`src/rtl/rsf_pkg.sv`:
```
package rsf_pkg;
  localparam int unsigned ST_SYNC  = 0;
  localparam int unsigned ST_READY = 1;
  localparam int unsigned ST_OVR   = 2;
  localparam int unsigned ST_INV   = 3;
  localparam int unsigned ST_PRIME = 4;
  localparam int unsigned ST_FRAME = 5;

  typedef enum logic [1:0] {
    ADDR_SYNC_HI = 2'd0,
    ADDR_SYNC_LO = 2'd1,
    ADDR_CTRL    = 2'd2
  } host_addr_e;
endpackage

```
`src/rtl/sync_hunter.sv`:
```
module sync_hunter #(
  parameter int unsigned WIN_W = 16
) (
  input  logic             clk_i,
  input  logic             rst_ni,
  input  logic             arm_i,
  input  logic             shift_i,
  input  logic             bit_i,
  input  logic [WIN_W-1:0] word_i,
  output logic             match_o,
  output logic             inv_o
);
  localparam int unsigned FILL_W = $clog2(WIN_W + 1);
  localparam logic [FILL_W-1:0] FILL_MAX = FILL_W'(WIN_W);
  localparam logic [FILL_W-1:0] FILL_LAST = FILL_W'(WIN_W - 1);

  logic [WIN_W-1:0]  win_q, win_next;
  logic [FILL_W-1:0] fill_q;
  logic              full;

  assign win_next = {win_q[WIN_W-2:0], bit_i};
  assign full     = fill_q >= FILL_LAST;
  assign inv_o    = win_next == ~word_i;
  assign match_o  = shift_i && full && ((win_next == word_i) || inv_o);

  always_ff @(posedge clk_i or negedge rst_ni) begin
    if (!rst_ni) begin
      win_q  <= '0;
      fill_q <= '0;
    end else if (arm_i) begin
      win_q  <= '0;
      fill_q <= '0;
    end else if (shift_i) begin
      win_q <= win_next;
      if (fill_q != FILL_MAX) fill_q <= fill_q + 1'b1;
    end
  end

  p_fill_bound_r3: assert property (@(posedge clk_i) disable iff (!rst_ni)
    fill_q <= FILL_MAX);
  p_arm_restarts_r3: assert property (@(posedge clk_i) disable iff (!rst_ni)
    arm_i |=> (fill_q == '0));
endmodule

```
`src/rtl/byte_packer.sv`:
```
module byte_packer #(
  parameter int unsigned BYTE_W = 8
) (
  input  logic              clk_i,
  input  logic              rst_ni,
  input  logic              clr_i,
  input  logic              shift_i,
  input  logic              bit_i,
  output logic              done_o,
  output logic [BYTE_W-1:0] byte_o
);
  localparam int unsigned CNT_W = $clog2(BYTE_W);
  localparam logic [CNT_W-1:0] CNT_LAST = CNT_W'(BYTE_W - 1);

  logic [CNT_W-1:0]  cnt_q;
  logic [BYTE_W-2:0] sh_q;

  assign done_o = shift_i && !clr_i && (cnt_q == CNT_LAST);
  assign byte_o = {sh_q, bit_i};

  always_ff @(posedge clk_i or negedge rst_ni) begin
    if (!rst_ni) begin
      cnt_q <= '0;
      sh_q  <= '0;
    end else if (clr_i) begin
      cnt_q <= '0;
    end else if (shift_i) begin
      sh_q  <= byte_o[BYTE_W-2:0];
      cnt_q <= done_o ? '0 : cnt_q + 1'b1;
    end
  end

  p_byte_wrap_r6: assert property (@(posedge clk_i) disable iff (!rst_ni)
    done_o |=> (cnt_q == '0));
endmodule

```
`src/rtl/rx_sync_framer.sv`:
```
module rx_sync_framer
  import rsf_pkg::*;
#(
  parameter int unsigned BYTE_W = 8
) (
  input  logic              clk_i,
  input  logic              rst_ni,
  input  logic              tx_mode_i,
  input  logic              bit_valid_i,
  input  logic              bit_i,
  input  logic              wr_en_i,
  input  logic [1:0]        wr_addr_i,
  input  logic [BYTE_W-1:0] wr_data_i,
  input  logic              rd_status_i,
  input  logic              rd_data_i,
  output logic [7:0]        status_o,
  output logic [BYTE_W-1:0] rx_byte_o,
  output logic              irq_o
);
  localparam int unsigned SYNC_W = 2 * BYTE_W;

  logic [SYNC_W-1:0] word_q;
  logic [BYTE_W-1:0] buf_q;
  logic prime_q, framing_q, sync_q, ready_q, ovr_q, inv_q, seen_q;
  logic ctl_wr, arm, bit_ok, match, match_inv, done, consume;
  logic [BYTE_W-1:0] byte_w;

  assign ctl_wr  = wr_en_i && (wr_addr_i == ADDR_CTRL);
  assign arm     = ctl_wr && wr_data_i[0];
  assign bit_ok  = bit_valid_i && !tx_mode_i;
  assign consume = rd_data_i && (seen_q || rd_status_i) && ready_q;

  sync_hunter #(.WIN_W(SYNC_W)) u_hunter (
    .clk_i   (clk_i),
    .rst_ni  (rst_ni),
    .arm_i   (arm),
    .shift_i (bit_ok && prime_q && !ctl_wr),
    .bit_i   (bit_i),
    .word_i  (word_q),
    .match_o (match),
    .inv_o   (match_inv)
  );

  byte_packer #(.BYTE_W(BYTE_W)) u_packer (
    .clk_i   (clk_i),
    .rst_ni  (rst_ni),
    .clr_i   (!framing_q || tx_mode_i || ctl_wr),
    .shift_i (bit_ok && framing_q),
    .bit_i   (bit_i),
    .done_o  (done),
    .byte_o  (byte_w)
  );

  always_ff @(posedge clk_i or negedge rst_ni) begin
    if (!rst_ni) begin
      word_q <= '0;
    end else if (wr_en_i) begin
      if (wr_addr_i == ADDR_SYNC_HI) word_q[SYNC_W-1:BYTE_W] <= wr_data_i;
      if (wr_addr_i == ADDR_SYNC_LO) word_q[BYTE_W-1:0]      <= wr_data_i;
    end
  end

  always_ff @(posedge clk_i or negedge rst_ni) begin
    if (!rst_ni) begin
      prime_q   <= 1'b0;
      framing_q <= 1'b0;
      inv_q     <= 1'b0;
    end else begin
      if (ctl_wr)     prime_q <= wr_data_i[0];
      else if (match) prime_q <= 1'b0;
      if (tx_mode_i || ctl_wr) framing_q <= 1'b0;
      else if (match)          framing_q <= 1'b1;
      if (arm)        inv_q <= 1'b0;
      else if (match) inv_q <= match_inv;
    end
  end

  always_ff @(posedge clk_i or negedge rst_ni) begin
    if (!rst_ni) begin
      sync_q  <= 1'b0;
      ready_q <= 1'b0;
      ovr_q   <= 1'b0;
      seen_q  <= 1'b0;
      buf_q   <= '0;
    end else if (tx_mode_i) begin
      sync_q  <= 1'b0;
      ready_q <= 1'b0;
      ovr_q   <= 1'b0;
      seen_q  <= 1'b0;
    end else begin
      if (match)            sync_q <= 1'b1;
      else if (rd_status_i) sync_q <= 1'b0;

      if (done) begin
        buf_q   <= byte_w;
        ready_q <= 1'b1;
        seen_q  <= 1'b0;
      end else if (consume) begin
        ready_q <= 1'b0;
        seen_q  <= 1'b0;
      end else if (rd_status_i && ready_q) begin
        seen_q <= 1'b1;
      end

      if (done && ready_q && !consume) ovr_q <= 1'b1;
      else if (rd_status_i)            ovr_q <= 1'b0;
    end
  end

  assign status_o = {2'b00, framing_q, prime_q, inv_q, ovr_q, ready_q, sync_q};
  assign rx_byte_o = buf_q;
  assign irq_o = sync_q || ready_q;

  p_sync_needs_prime_r3: assert property (@(posedge clk_i) disable iff (!rst_ni)
    $rose(sync_q) |-> $past(prime_q));
  p_prime_drops_r4: assert property (@(posedge clk_i) disable iff (!rst_ni)
    $rose(sync_q) |-> (!prime_q && framing_q));
  p_ready_holds_r7: assert property (@(posedge clk_i) disable iff (!rst_ni)
    (ready_q && !rd_data_i && !tx_mode_i) |=> ready_q);
  p_overrun_cause_r8: assert property (@(posedge clk_i) disable iff (!rst_ni)
    $rose(ovr_q) |-> $past(ready_q));
  p_tx_clears_r9: assert property (@(posedge clk_i) disable iff (!rst_ni)
    tx_mode_i |=> (!sync_q && !ready_q && !ovr_q && !framing_q));
endmodule

```
`config.mk`:
```
export PLATFORM = sky130hd
export DESIGN_NAME = rx_sync_framer
export DESIGN_NICKNAME = d
export VERILOG_FILES = /design/src/rtl/rsf_pkg.sv /design/src/rtl/sync_hunter.sv /design/src/rtl/byte_packer.sv /design/src/rtl/rx_sync_framer.sv
export SDC_FILE = /design/constraint.sdc
export NUM_CORES = 1
export LEC_CHECK = 0
export ABC_AREA = 1
export ABC_CLOCK_PERIOD_IN_PS = 1720
export BUFFER_PORTS_ARGS = -buffer_cell sky130_fd_sc_hd__clkbuf_2
export CAP_MARGIN = 20
export CORE_UTILIZATION = 30
export DETAILED_ROUTE_END_ITERATION = 10
export SLEW_MARGIN = 5
export SYNTH_ARGS = -nofsm -noshare
export SYNTH_HDL_FRONTEND = slang
export SYNTH_HIERARCHICAL = 1
export SYNTH_SLANG_ARGS = --single-unit
```
`constraint.sdc`:
```
create_clock -name clk_i -period 1.72 [get_ports clk_i]
set_clock_uncertainty 0.05 [all_clocks]
set_input_delay 0.344 -clock clk_i [delete_from_list [all_inputs] [get_ports clk_i]]
set_output_delay 0.344 -clock clk_i [all_outputs]
set_load 0.03 [all_outputs]
```
==> qor.txt <==
outcome = finished clean
first-pass GRT wire length = 11800 um
WP data required = 1.33 ns
TNS Setup = 0 ns
Hold Vio Cnt, Final = 0
min Tclk post-route = 1.63 ns
Fmax = 0.613 GHz
Fillers = 1092
final net count = 504
Worst VDD drop = 0.540 mV
DIE AREA = 11400 um^2
vias in the first global route = 2575
clock buffer depth = 2
Hold Path Stages = 2
reg2reg path depth = 13
CP endpoint kind = primary output
share of layout cells above drive strength 1 = 25.5%
Tot GR Track Use = 13.3%
gr ovfl total = 0
Clk Latency, worst-skew pair = 0.35 ns
CTS clk-pin slew, worst paths = 0.08 ns
mapped cell area = 3310 um^2
Final Setup Violations = 0
kind of critical path = flip-flop to primary output
Worst Hold Path EP = ovr_q$_DFFE_PN0P_
Slew Limit Fails = 0
max cap viols = 0
Critical Path AT = 1.24 ns
commonest cells after routing, fill and taps aside = 159 x nand2_1, 61 x dfrtp_1, 46 x inv_1
Final period util = 94.8%
Mapped Cells = 435
most common cell after layout, fill and taps aside = nand2_1
Iter 0 DRT Violations = 151
library cells used by synthesis = 35
clock tree sinks = 61
std cell rows = 37
Vias per Instance = 4.39
H-tree depth = 3
Pwr Density = 1040 nW/um^2
Initial Util = 31.5%
total iterations of the first detailed-routing run = 4
FF-to-FF Start = u_hunter/win_q[8]$_DFFE_PN0P_
Num CTS Buffers = 9
Layout area overhead = 18.5%
WL/cell = 11.3 um
initial antenna violation count = 0
syn avg cell area = 7.60 um^2
Worst setup SP type = flip-flop
crit path max fanout = 4
die width = 107 um
Leakage = 2.07 nW
CTS Root Cell = clkbuf_8
Routed WL = 7000 um
Hold Crit Start = tx_mode_i
yosys warns = 6
ANT cells = 0
Core Box Area = 10500 um^2
port bufs = 32
Final ANT Viol Nets = 0
Seq/Total Area, Yosys = 46.2%
final instance area = 3920 um^2
die height = 107 um
flops & latches, synth = 61
r2r endpoint = inv_q$_DFFE_PN0P_
CTS tree = done
Final Util = 37.3%
DP Area = 3630 um^2
R2R setup slack = 0.14 ns
GP Congestion = 0.828
Post-DP HPWL = 5080 um
Ports = 35
vias = 2732
largest net degree at the start of global routing = 62
drt drc = 0
Worst Hold Class = input port to flip-flop
-- synth_stat cells --
master	number	share of area, %
nand4_1	3	0.57
o21ai_0	5	0.76
o21ai_4	1	0.49
nand3_1	26	3.9
nand3b_1	1	0.23
o22ai_2	1	0.38
nand2_1	162	18
nor2_1	31	3.5
nor2_4	1	0.34
clkinv_1	1	0.11
nand3_2	1	0.30
xnor2_1	1	0.26
o31ai_1	2	0.45
inv_2	13	1.5
nand3b_4	1	0.61
nand2_2	7	1.3
nor3_1	2	0.30
a211oi_1	1	0.23
and2_1	1	0.19
o21ai_2	17	4.5
buf_8	1	0.45
nor2_2	5	0.95
buf_2	6	0.91
a21oi_2	1	0.26
o21ai_1	12	1.8
inv_4	1	0.19
inv_1	47	5.3
buf_4	9	2.0
or2_2	1	0.19
conb_1	1	0.11
a21oi_1	5	0.76
buf_6	1	0.34
o21a_1	1	0.23
dfrtp_1	61	46
ha_1	5	1.9
-- cell type report --
type	count	area [um^2]	share of cell area [%]
Clock buffer	10	138	3.51
Clock inverter	6	68.8	1.76
Inverter	62	235	6.00
Multi-Input combinational cell	296	1460	37.3
Sequential cell	61	1530	38.9
Tap cell	136	170	4.34
Timing Repair Buffer	51	318	8.11
-- per-stage QoR --
| stage | hold slack, ns | instances | power (W) | setup WS, ns |
|---|---|---|---|---|
| 2_1_floorplan | -0.00159 | 436 | 0.00248 | 0.00913 |
| 3_3_place_gp | 0.336 | 601 | 0.00270 | 0.0304 |
| 3_5_place_dp | 0.339 | 601 | 0.00274 | 0.0230 |
| 4_1_cts | 0.150 | 618 | 0.00410 | 0.0170 |
| 5_1_grt | 0.153 | 622 | 0.00436 | -0.00170 |
| 6_report | 0.171 | 622 | 0.00409 | 0.0896 |
-- repair_timing --
item	in CTS	in global routing
hold buffers	1	0
buffers inserted	0	4
resized for setup	0	10
endpoints found under the hold margin	61	0
setup endpoints to repair	0	5
-- critical path, cell delays in order (launching register included) --
cell	delay, ns
dfrtp_1	0.41
or2_2	0.30
clkbuf_2	0.18
-- where the power goes --
group,leakage [nW],internal [W],total [W],switching [W]
clock,0.103,0.000718,0.00134,0.000624
sequential,0.812,0.00162,0.00182,0.000202
combinational,1.16,0.000366,0.000921,0.000555
-- how the worst max path moves through the flow --
stage          slack (ns)  cells after the start                            from                        endpoint
2_1_floorplan       0.009                     10                       tx_mode_i        rx_byte_o[0]$_DFFE_PN0P_
3_3_place_gp         0.03                     11                    wr_addr_i[1]  u_hunter/fill_q[0]$_DFFE_PN0P_
3_5_place_dp         0.02                     11  u_hunter/fill_q[1]$_DFFE_PN0P_               inv_q$_DFFE_PN0P_
4_1_cts              0.02                     11  u_hunter/fill_q[1]$_DFFE_PN0P_               inv_q$_DFFE_PN0P_
5_1_grt            -0.002                     13           word_q[7]$_DFFE_PN0P_               inv_q$_DFFE_PN0P_
6_report             0.09                      2             ready_q$_DFFE_PN0P_                           irq_o
-- registers in the layout, summed over array words and instances (netlist names), 3 cells and up --
signal / cells
word_q: 16
u_hunter/win_q: 15
rx_byte_o: 8
u_packer/sh_q: 7
u_hunter/fill_q: 5
u_packer/cnt_q: 3
-- kinds of logic after synthesis --
family | Yosys count | share of synthesized area [%]
simple gates | 242 | 30.8
xor+xnor | 1 | 0.265
other cells | 1 | 0.113
compound gates | 46 | 9.88
flops | 61 | 46.2
buf+inv | 79 | 10.9
fa+ha+maj | 5 | 1.89
-- layer usage --
metal | global-route usage (%) | routed length, um | vias to the layer above
met2 | 20.0 | 3000 | 61
met4 | 4.31 | 94 | 0
met3 | 4.56 | 330 | 8
li1 | - | - | 1419
met1 | 17.9 | 3580 | 1244
met5 | 0 | 0 | -
No activity file was read; power rests on OpenSTA's default activity.
